<file path="src/rtl/pgscan_pkg.sv">
// Package: shared types for the page-scanning match sequencer.
// Assumes: nothing beyond a standard elaborator.
package pgscan_pkg;

    // Step controller state
    typedef enum logic [1:0] {
        ST_IDLE = 2'd0,
        ST_SCAN = 2'd1,
        ST_DONE = 2'd2
    } step_state_t;

endpackage

</file>
<file path="src/rtl/pgscan_lowest.sv">
// Module: pgscan_lowest
// Finds the lowest set bit of a page mask and returns its index.
// Assumes: NUM_PAGES >= 2. When no bit is set, idx is 0 and found is low.
module pgscan_lowest #(
    parameter int NUM_PAGES = 8,
    localparam int PAGE_W   = $clog2(NUM_PAGES)
) (
    input  logic [NUM_PAGES-1:0] req,
    output logic                 found,
    output logic [PAGE_W-1:0]    idx
);

    // Priority search: the last match written, scanning downwards, is the lowest page
    always_comb begin
        found = |req;
        idx   = '0;
        for (int i = NUM_PAGES - 1; i >= 0; i--) begin
            if (req[i]) idx = PAGE_W'(i);
        end
    end

endmodule

</file>
<file path="src/rtl/pgscan_page_track.sv">
// Module: pgscan_page_track
// Holds the pages still to be scanned in the current step (pending) and
// the pages that kept flags (active). A carry adds the page that follows.
// Assumes: pages are scanned in ascending order, one per scan_now cycle,
// and cur is always a pending page while scan_now is high.
module pgscan_page_track #(
    parameter int NUM_PAGES = 8,
    localparam int PAGE_W   = $clog2(NUM_PAGES),
    localparam int LAST     = NUM_PAGES - 1
) (
    input  logic                 clk,
    input  logic                 rst_n,
    input  logic                 load,
    input  logic [NUM_PAGES-1:0] load_set,
    input  logic                 scan_now,
    input  logic [PAGE_W-1:0]    cur,
    input  logic                 flag_bit,
    input  logic                 carry,
    output logic [NUM_PAGES-1:0] pending_q,
    output logic [NUM_PAGES-1:0] pending_nxt,
    output logic [NUM_PAGES-1:0] active_q
);

    // Next pending set: retire the scanned page and add a carried-into page
    always_comb begin
        pending_nxt = pending_q;
        if (scan_now) begin
            pending_nxt[cur] = 1'b0;
            if (carry && (cur != PAGE_W'(LAST))) begin
                pending_nxt[cur + PAGE_W'(1)] = 1'b1;
            end
        end
    end

    // Pending and active masks: reload on accept, update per scanned page
    always_ff @(posedge clk) begin
        if (!rst_n) begin
            pending_q <= '0;
            active_q  <= '0;
        end else if (load) begin
            pending_q <= load_set;
            active_q  <= '0;
        end else if (scan_now) begin
            pending_q     <= pending_nxt;
            active_q[cur] <= flag_bit;
        end
    end

    // only a page that is pending in this step may be scanned
    assert_sel_pending_R4: assert property (@(posedge clk) disable iff (!rst_n)
        scan_now |-> pending_q[cur]);

    // after the last page is scanned nothing remains pending, even with a carry
    assert_last_carry_dropped_R5: assert property (@(posedge clk) disable iff (!rst_n)
        (scan_now && (cur == PAGE_W'(LAST))) |=> (pending_q == '0));

    // a scanned page is active afterwards exactly when it reported flags
    assert_active_follows_flag_R3: assert property (@(posedge clk) disable iff (!rst_n)
        (scan_now && !load) |=> (active_q[$past(cur)] == $past(flag_bit)));

endmodule

</file>
<file path="src/rtl/pgscan_seq.sv">
// Module: pgscan_seq (top)
// Steps the shared page select across the pages that may hold match
// flags, once per query symbol, and pulses done at the end of the step.
// Assumes: page_flag and flag_carry are valid for page_sel in each cycle
// with scan_en high. sym_valid is taken only while idle.
module pgscan_seq
    import pgscan_pkg::*;
#(
    parameter int NUM_PAGES = 8,
    localparam int PAGE_W   = $clog2(NUM_PAGES)
) (
    input  logic                 clk,
    input  logic                 rst_n,
    input  logic                 sym_valid,
    input  logic                 sym_header,
    input  logic [NUM_PAGES-1:0] page_allow,
    input  logic [NUM_PAGES-1:0] page_flag,
    input  logic                 flag_carry,
    output logic                 busy,
    output logic                 done,
    output logic                 scan_en,
    output logic [PAGE_W-1:0]    page_sel
);

    step_state_t          state_q;
    logic [PAGE_W-1:0]    cur_q;
    logic                 load;
    logic [NUM_PAGES-1:0] load_set;
    logic [NUM_PAGES-1:0] pending_q;
    logic [NUM_PAGES-1:0] pending_nxt;
    logic [NUM_PAGES-1:0] active_q;
    logic [NUM_PAGES-1:0] search_in;
    logic                 next_found;
    logic [PAGE_W-1:0]    next_idx;

    // Accept decode and the page set a new step starts from
    always_comb begin
        load     = (state_q == ST_IDLE) && sym_valid;
        load_set = sym_header ? page_allow : active_q;
    end

    // Search the start set when idle, else the set left after this scan
    always_comb begin
        search_in = (state_q == ST_IDLE) ? load_set : pending_nxt;
    end

    pgscan_lowest #(.NUM_PAGES(NUM_PAGES)) u_lowest (
        .req   (search_in),
        .found (next_found),
        .idx   (next_idx)
    );

    pgscan_page_track #(.NUM_PAGES(NUM_PAGES)) u_track (
        .clk         (clk),
        .rst_n       (rst_n),
        .load        (load),
        .load_set    (load_set),
        .scan_now    (scan_en),
        .cur         (cur_q),
        .flag_bit    (page_flag[cur_q]),
        .carry       (flag_carry),
        .pending_q   (pending_q),
        .pending_nxt (pending_nxt),
        .active_q    (active_q)
    );

    // Step controller: idle -> scan pages in ascending order -> done pulse
    always_ff @(posedge clk) begin
        if (!rst_n) begin
            state_q <= ST_IDLE;
            cur_q   <= '0;
        end else begin
            case (state_q)
                ST_IDLE: begin
                    if (sym_valid) begin
                        if (next_found) begin
                            state_q <= ST_SCAN;
                            cur_q   <= next_idx;
                        end else begin
                            state_q <= ST_DONE;
                        end
                    end
                end
                ST_SCAN: begin
                    if (next_found) begin
                        cur_q <= next_idx;
                    end else begin
                        state_q <= ST_DONE;
                    end
                end
                ST_DONE: state_q <= ST_IDLE;
                default: state_q <= ST_IDLE;
            endcase
        end
    end

    // Output decode from the controller state
    always_comb begin
        busy     = (state_q != ST_IDLE);
        done     = (state_q == ST_DONE);
        scan_en  = (state_q == ST_SCAN);
        page_sel = cur_q;
    end

    // done lasts exactly one cycle and is followed by idle
    assert_done_single_R6: assert property (@(posedge clk) disable iff (!rst_n)
        done |=> (!done && !busy));

    // back-to-back scan cycles select strictly increasing pages
    assert_scan_ascending_R2: assert property (@(posedge clk) disable iff (!rst_n)
        (scan_en && $past(scan_en)) |-> (page_sel > $past(page_sel)));

    // an accepted symbol starts a step; busy rises only from idle
    assert_accept_starts_R7: assert property (@(posedge clk) disable iff (!rst_n)
        (!busy && sym_valid) |=> busy);

    // scan cycles only happen inside a busy step
    assert_scan_in_busy_R8: assert property (@(posedge clk) disable iff (!rst_n)
        scan_en |-> (busy && !done));

endmodule

</file>
<file path="config.mk">
export PLATFORM = sky130hd
export DESIGN_NAME = pgscan_seq
export DESIGN_NICKNAME = d
export VERILOG_FILES = /design/src/rtl/pgscan_pkg.sv /design/src/rtl/pgscan_lowest.sv /design/src/rtl/pgscan_page_track.sv /design/src/rtl/pgscan_seq.sv
export SDC_FILE = /design/constraint.sdc
export NUM_CORES = 1
export LEC_CHECK = 0
export BUFFER_PORTS_ARGS = -buffer_cell sky130_fd_sc_hd__buf_2
export CAP_MARGIN = 30
export CORE_MARGIN = 10
export CORE_UTILIZATION = 50
export CTS_CLUSTER_SIZE = 24
export DETAILED_ROUTE_END_ITERATION = 6
export GPL_TIMING_DRIVEN = 0
export MAX_ROUTING_LAYER = met4
export PLACE_DENSITY = 0.77
export RECOVER_POWER = 25
export SLEW_MARGIN = 0
export SYNTH_ARGS = -nofsm -noshare
export SYNTH_HDL_FRONTEND = slang
export SYNTH_SLANG_ARGS = --single-unit
</file>
<file path="constraint.sdc">
create_clock -name clk -period 2.3 [get_ports clk]
set_clock_uncertainty 0.05 [all_clocks]
set_input_delay 0 -clock clk [delete_from_list [all_inputs] [get_ports clk]]
set_output_delay 0 -clock clk [all_outputs]
set_load 0.005 [all_outputs]
</file>
; Yosys cells after proc, flatten, opt, wreduce, memory -nomap -nowiden
; Cells that the tools add are included.
[totals]
wordCells = 58
input_bits = 21
output_inout_bits = 6
regBits = 21
[classes]
eq_ne = 5
bitwise_logic = 4
mux = 28
reduce_logical = 12
add_sub_neg = 1
magnitude_cmp = 4
[op_table]
columns = operator, count
row1 = $mux W8, 6
row2 = $mux W3, 10
row3 = $and A8 B8 Y8, 1
row4 = $bwmux W8, 1
row5 = $lt A3 B4 Y1 const B, 2
row6 = $not A8 Y8, 1
row7 = $or A8 B8 Y8, 1
row8 = $reduce_or A8 Y1, 1
row9 = $demux W1 S3, 2
row10 = $ge A3 B1 Y1 const B, 2
row11 = $mux W2, 3
row12 = $pmux W3 S2, 1
row13 = $reduce_bool A2 Y1, 3
row14 = $logic_and A1 B1 Y1, 4
row15 = $ne A2 B2 Y1 const B, 2
row16 = $pmux W2 S2, 1
row17 = $reduce_and A2 Y1, 2
row18 = $add A3 B1 Y3 const B, 1
row19 = $bmux W1 S3, 1
row20 = $mux W1, 3
row21 = $ne A3 B3 Y1 const B, 1
row22 = $eq A2 B1 Y1 const B, 1
row23 = $eq A2 B2 Y1 const B, 1
row24 = $logic_not A2 Y1, 1
row25 = 2 further kinds, 2

; Depth between registers and ports, before layout
[depth]
depth_word = 21
depth_mapped = 8
mapped_depth_nobuf = 8

; By module
; A second synthesis with hierarchy kept.
[hier_totals]
hier_cells = 156
hier_area_um2 = 1473.9
[by_module_without_submodules]
columns = module, cells_per_inst, n_inst, area_each_um2, seq_area_each_um2
row1 = pgscan_page_track, 99, 1, 928.4, 320.3
row2 = pgscan_seq, 44, 1, 464.2, 100.1
row3 = pgscan_lowest, 13, 1, 81.3, 0.0

; Worst setup path before layout
; Ideal clock, no wire load.
[synth_path]
path_type = reg2reg
startpoint = register cur_q[0], in the netlist page_sel[0]
endpoint = register cur_q[1], in the netlist page_sel[1]
synth_period_minus_slack_ps = 2305
t_required_ps = 2180
n_path_buf = 0
stages_incl_launch_ff = 9
setup_ps = 70
t_arrival_ps = 2185
setup_slack_ps = -5
path_cell_list = dfxtp_1 -> ha_1 -> ha_1 -> or3b_2 -> o21ai_0 -> a22o_1 -> o41a_1 -> or3_1 -> a21oi_1
[synth_via]
elab_chain_cells = 21
elab_cells_between_ends = 31
cone_classes = add/sub: 1 / order compare: 4 / eq/ne: 1 / mux: 18 / bitwise: 3 / reduce/logical: 4
[synth_lines]
columns = element, line
row1 = from (decl), pgscan_seq.sv:26  ; logic [PAGE_W-1:0] cur_q;
row2 = from (signal assigned), pgscan_seq.sv:78  ; cur_q <= next_idx;
row3 = from (signal assigned), pgscan_seq.sv:86  ; cur_q <= next_idx;
row4 = "parallel branches: the longest is 7 deep, another holds $lt A3 B4 Y1", --
row5 = $mux W8 (*), pgscan_page_track.sv:29  ; if (carry && (cur != PAGE_W'(LAST))) begin
row6 = $mux W8 (*), pgscan_page_track.sv:27  ; if (scan_now) begin
row7 = $mux W8 (*), pgscan_seq.sv:44  ; search_in = (state_q == ST_IDLE) ? load_set : pending_nxt;
row8 = $mux W3 (8 in series), pgscan_lowest.sv:18  ; if (req[i]) idx = PAGE_W'(i);
row9 = $mux W3 (*), "pgscan_seq.sv:76, pgscan_seq.sv:85"
row10 = $mux W3, pgscan_seq.sv:75  ; if (sym_valid) begin
row11 = $pmux W3 S2 (*), pgscan_seq.sv:73  ; case (state_q)
; Mark *: on every way between the ends. The select of a mux whose other input is x is not followed.
; A chain may end at the register's enable or synchronous reset.

; Worst setup path after layout
[layout_path]
startpoint = register state_q[0]
endpoint = register cur_q[1], in the netlist page_sel[1]
[layout_via]
elab_chain_cells = 14
elab_cells_between_ends = 19
cone_classes = eq/ne: 2 / mux: 13 / reduce/logical: 4
[layout_lines]
columns = element, line
row1 = from (decl), pgscan_seq.sv:25  ; step_state_t state_q;
row2 = from (signal assigned), pgscan_seq.sv:70  ; state_q <= ST_IDLE;
row3 = from (signal assigned), pgscan_seq.sv:77  ; state_q <= ST_SCAN;
row4 = from (signal assigned), pgscan_seq.sv:80  ; state_q <= ST_DONE;
row5 = $eq A2 B1 Y1, "pgscan_seq.sv:73, pgscan_seq.sv:101"
row6 = $mux W8, pgscan_page_track.sv:27
row7 = $mux W8, pgscan_seq.sv:44
row8 = $mux W3 (8 in series), pgscan_lowest.sv:18
row9 = $mux W3, "pgscan_seq.sv:76, pgscan_seq.sv:85"
row10 = $mux W3, pgscan_seq.sv:75
row11 = $pmux W3 S2, pgscan_seq.sv:73
; Parallel ways exist; a longest one is shown, timed or not. The select of a mux whose other input is x is not followed.

==> flow_summary.json <==
{
  "cts_tree": "built",
  "ys_ff_latch": 21,
  "p_leak_nw": 0.879,
  "startpoint": "state_q[0]",
  "postSynthAreaPerCell_um2": 8.00,
  "slew_headroom_pct": 56.5,
  "dp_hpwl_um": 3330,
  "area_growth_pct": 32.1,
  "cts_sinks": 21,
  "h-tree-depth": 1,
  "postRouteAntennaNets": 0,
  "io_buffers": 25,
  "cp-start-kind": "flip-flop",
  "yosysSeqAreaShare_pct": 27.1,
  "hold_class": "input port to flip-flop",
  "antenna_found_initial": 0,
  "gr-total-overflow": 0,
  "crit_path_max_fanout": 10,
  "dpl_cell_area_um2": 1720,
  "die_h_um": 75.7,
  "clk_pin_slew_ns": 0.13,
  "async_reset_ff_share_pct": 0,
  "synthCells": 194,
  "cts_buffers": 3,
  "maxCapViolations": 0,
  "clockRootBuffer": "clkbuf_4",
  "period_share_pct": 105,
  "start_util_pct": 51.7,
  "clock_latency_ns": 0.33,
  "synthesis.area_um2": 1550,
  "grt_start_max_net_pins": 12,
  "tightestPinTransition_ns": 0.651,
  "grt_pass1_wl_um": 7340,
  "die_x_um": 75.7,
  "dieArea_um2": 5730,
  "fmax_ghz": 0.413,
  "wirelength_um": 4890,
  "crit_end": "page_sel[1]",
  "rsz0062_at_grt": "yes",
  "setup_viol": 4,
  "ff2ff_setup_slack_ns": -0.12,
  "drc": 0,
  "end_kind": "flip-flop",
  "reg2reg_from": "state_q[0]",
  "powerDensity_nw_per_um2": 681,
  "gp_congestion": 0.998,
  "ios": 27,
  "cp.required_ns": 2.52,
  "fillers": 239,
  "hold_viol_final": 0,
  "reg2reg_depth": 8,
  "gr-usage-all-layers_pct": 17.2,
  "clk_path_buf_depth": 2,
  "vias_per_cell": 6.38,
  "grt_pass1_vias": 1568,
  "synth_edf_count": 0,
  "layout_min_cycle_time_ns": 2.42,
  "dp_slack_ns": -0.252,
  "critical_path_arrival_ns": 2.64,
  "vias": 1749,
  "violations": "setup timing",
  "ys.flop_type": "dfxtp_1",
  "nets": 266,
  "irDropWorstVdd_mv": 0.342,
  "crit_type": "flip-flop to flip-flop",
  "coreArea_um2": 3000,
  "drive_gt1_share_pct": 34.4,
  "wire_per_inst_um": 17.8,
  "rr_endpoint": "page_sel[1]",
  "design_area_um2": 2050,
  "n_antenna_cell": 0,
  "yosys_warnings": 0,
  "firstDrtPassIters": 5,
  "synth_fp_nets": 218,
  "slew_violations": 0,
  "ys_types": 49,
  "status": "finished with violations",
  "fp-row-count": 20,
  "drt_first_iter_violations": 125,
  "worst_slack_ns": -0.120
}
[critical path, stage by stage, from the launching register on]
cell and delay [ns]:
dfxtp_4 0.39, buf_6 0.15, nor2_4 0.17, buf_4 0.20
nand2_1 0.09, a32o_2 0.30, o41a_1 0.45, or3_4 0.41
a21oi_2 0.14
[flip-flops by register name, indices dropped and copies added (netlist names)]
name and cells:
page_sel 3, u_track.pending_q 8, u_track.active_q 8, state_q 2
[synth_stat cells, types with 2 or more instances]
master    count  area (um^2)
o21ai_0      22          110
a21oi_1      21          105
dfxtp_1      21          420
nand2_1      18         67.6
nor2_1       16         60.1
mux2i_1      11          110
inv_1         8         30.0
a221oi_1      5         43.8
a21o_1        4         30.0
buf_2         4         20.0
nand2b_1      4         25.0
nand3_1       4         20.0
clkbuf_1      3         11.3
ha_1          3         37.5
nor2b_1       3         18.8
o21a_1        3         22.5
a22o_1        2         17.5
a32o_1        2         20.0
and2_1        2         12.5
buf_6         2         22.5
mux4_1        2         52.6
nand3b_1      2         15.0
nor3_1        2         10.0
o31ai_1       2         15.0
o41a_1        2         22.5
or2_1         2         12.5
or3b_2        2         17.5
[cell usage in the layout (no fill, tap or decap), drive strengths merged, types with 3 or more instances in the layout]
master and count:
nor2 17, or2 5, a221oi 5, inv 8
o21ai 22, dfxtp 21, clkbuf 8, nand2b 4
a21o 4, a21oi 21, ha 3, o21a 3
nand3 4, mux2i 11, buf 48, nand2 18
nor2b 3
[metrics by stage]
stage	hold slack [ns]	total power [mW]	util [%]	setup TNS [ns]	std cells
floorplan	0.104	0.837	-	0	194
global placement	0.280	0.967	57.4	-0.893	252
detailed placement	0.277	0.973	57.4	-0.912	252
CTS	0.0202	1.24	62.3	-0.223	262
global route	0.0786	1.47	68.3	-0.485	274
finish	0.0306	1.39	68.3	-0.277	274
[worst min path at each step]
| stage | cells past startpoint | startpoint | end | slack, ns |
|---|---|---|---|---|
| 2_1_floorplan | 2 | sym_valid | u_track.pending_q[3] | 0.10 |
| 3_3_place_gp | 3 | sym_valid | u_track.pending_q[3] | 0.28 |
| 3_5_place_dp | 3 | sym_valid | u_track.pending_q[3] | 0.28 |
| 4_1_cts | 3 | flag_carry | u_track.pending_q[3] | 0.02 |
| 5_1_grt | 3 | flag_carry | u_track.pending_q[3] | 0.08 |
| 6_report | 3 | flag_carry | u_track.pending_q[3] | 0.03 |
[report_power, final]
part / internal, mW / switching [mW] / leakage [nW]
clock: 0.0681 / 0.129 / 0.0150
combinational: 0.365 / 0.387 / 0.689
sequential: 0.408 / 0.0387 / 0.175
[per-layer routing]
layer	wire (um)	global-route usage [%]	vias up
met5	0	-	-
met4	171	7.22	0
met3	368	2.73	26
met2	2300	28.0	95
met1	2050	20.6	815
li1	-	-	813
[layout make-up]
class	count	area [um^2]	share of cell area (%)
multi-input cells	155	1170	57.0
flip-flops and latches	21	435	21.2
repair buffers	43	263	12.8
plain buffers	10	86.3	4.21
well taps	33	41.3	2.01
inverters	8	30.0	1.47
clock buffers	4	26.3	1.28
[timing repair]
action | CTS | global route
hold endpoints to repair | 1 | 0
gates resized for setup | 23 | 24
endpoints found under the setup margin | 5 | 5
buffers inserted | 5 | 12
hold buffers | 1 | 0
pin swaps | 9 | 16
[kinds of logic (layout without fill, tap and decap cells)]
| family | after synthesis | count (layout) | share of synthesized area, % |
|---|---|---|---|
| mux | 14 | 14 | 11.2 |
| simple gates | 66 | 66 | 23.5 |
| flops | 21 | 21 | 27.1 |
| compound gates | 72 | 72 | 29.9 |
| fa+ha+maj | 3 | 3 | 2.42 |
| buf+inv | 18 | 65 | 5.89 |
Note: power is estimated with default switching activity, not from simulation.
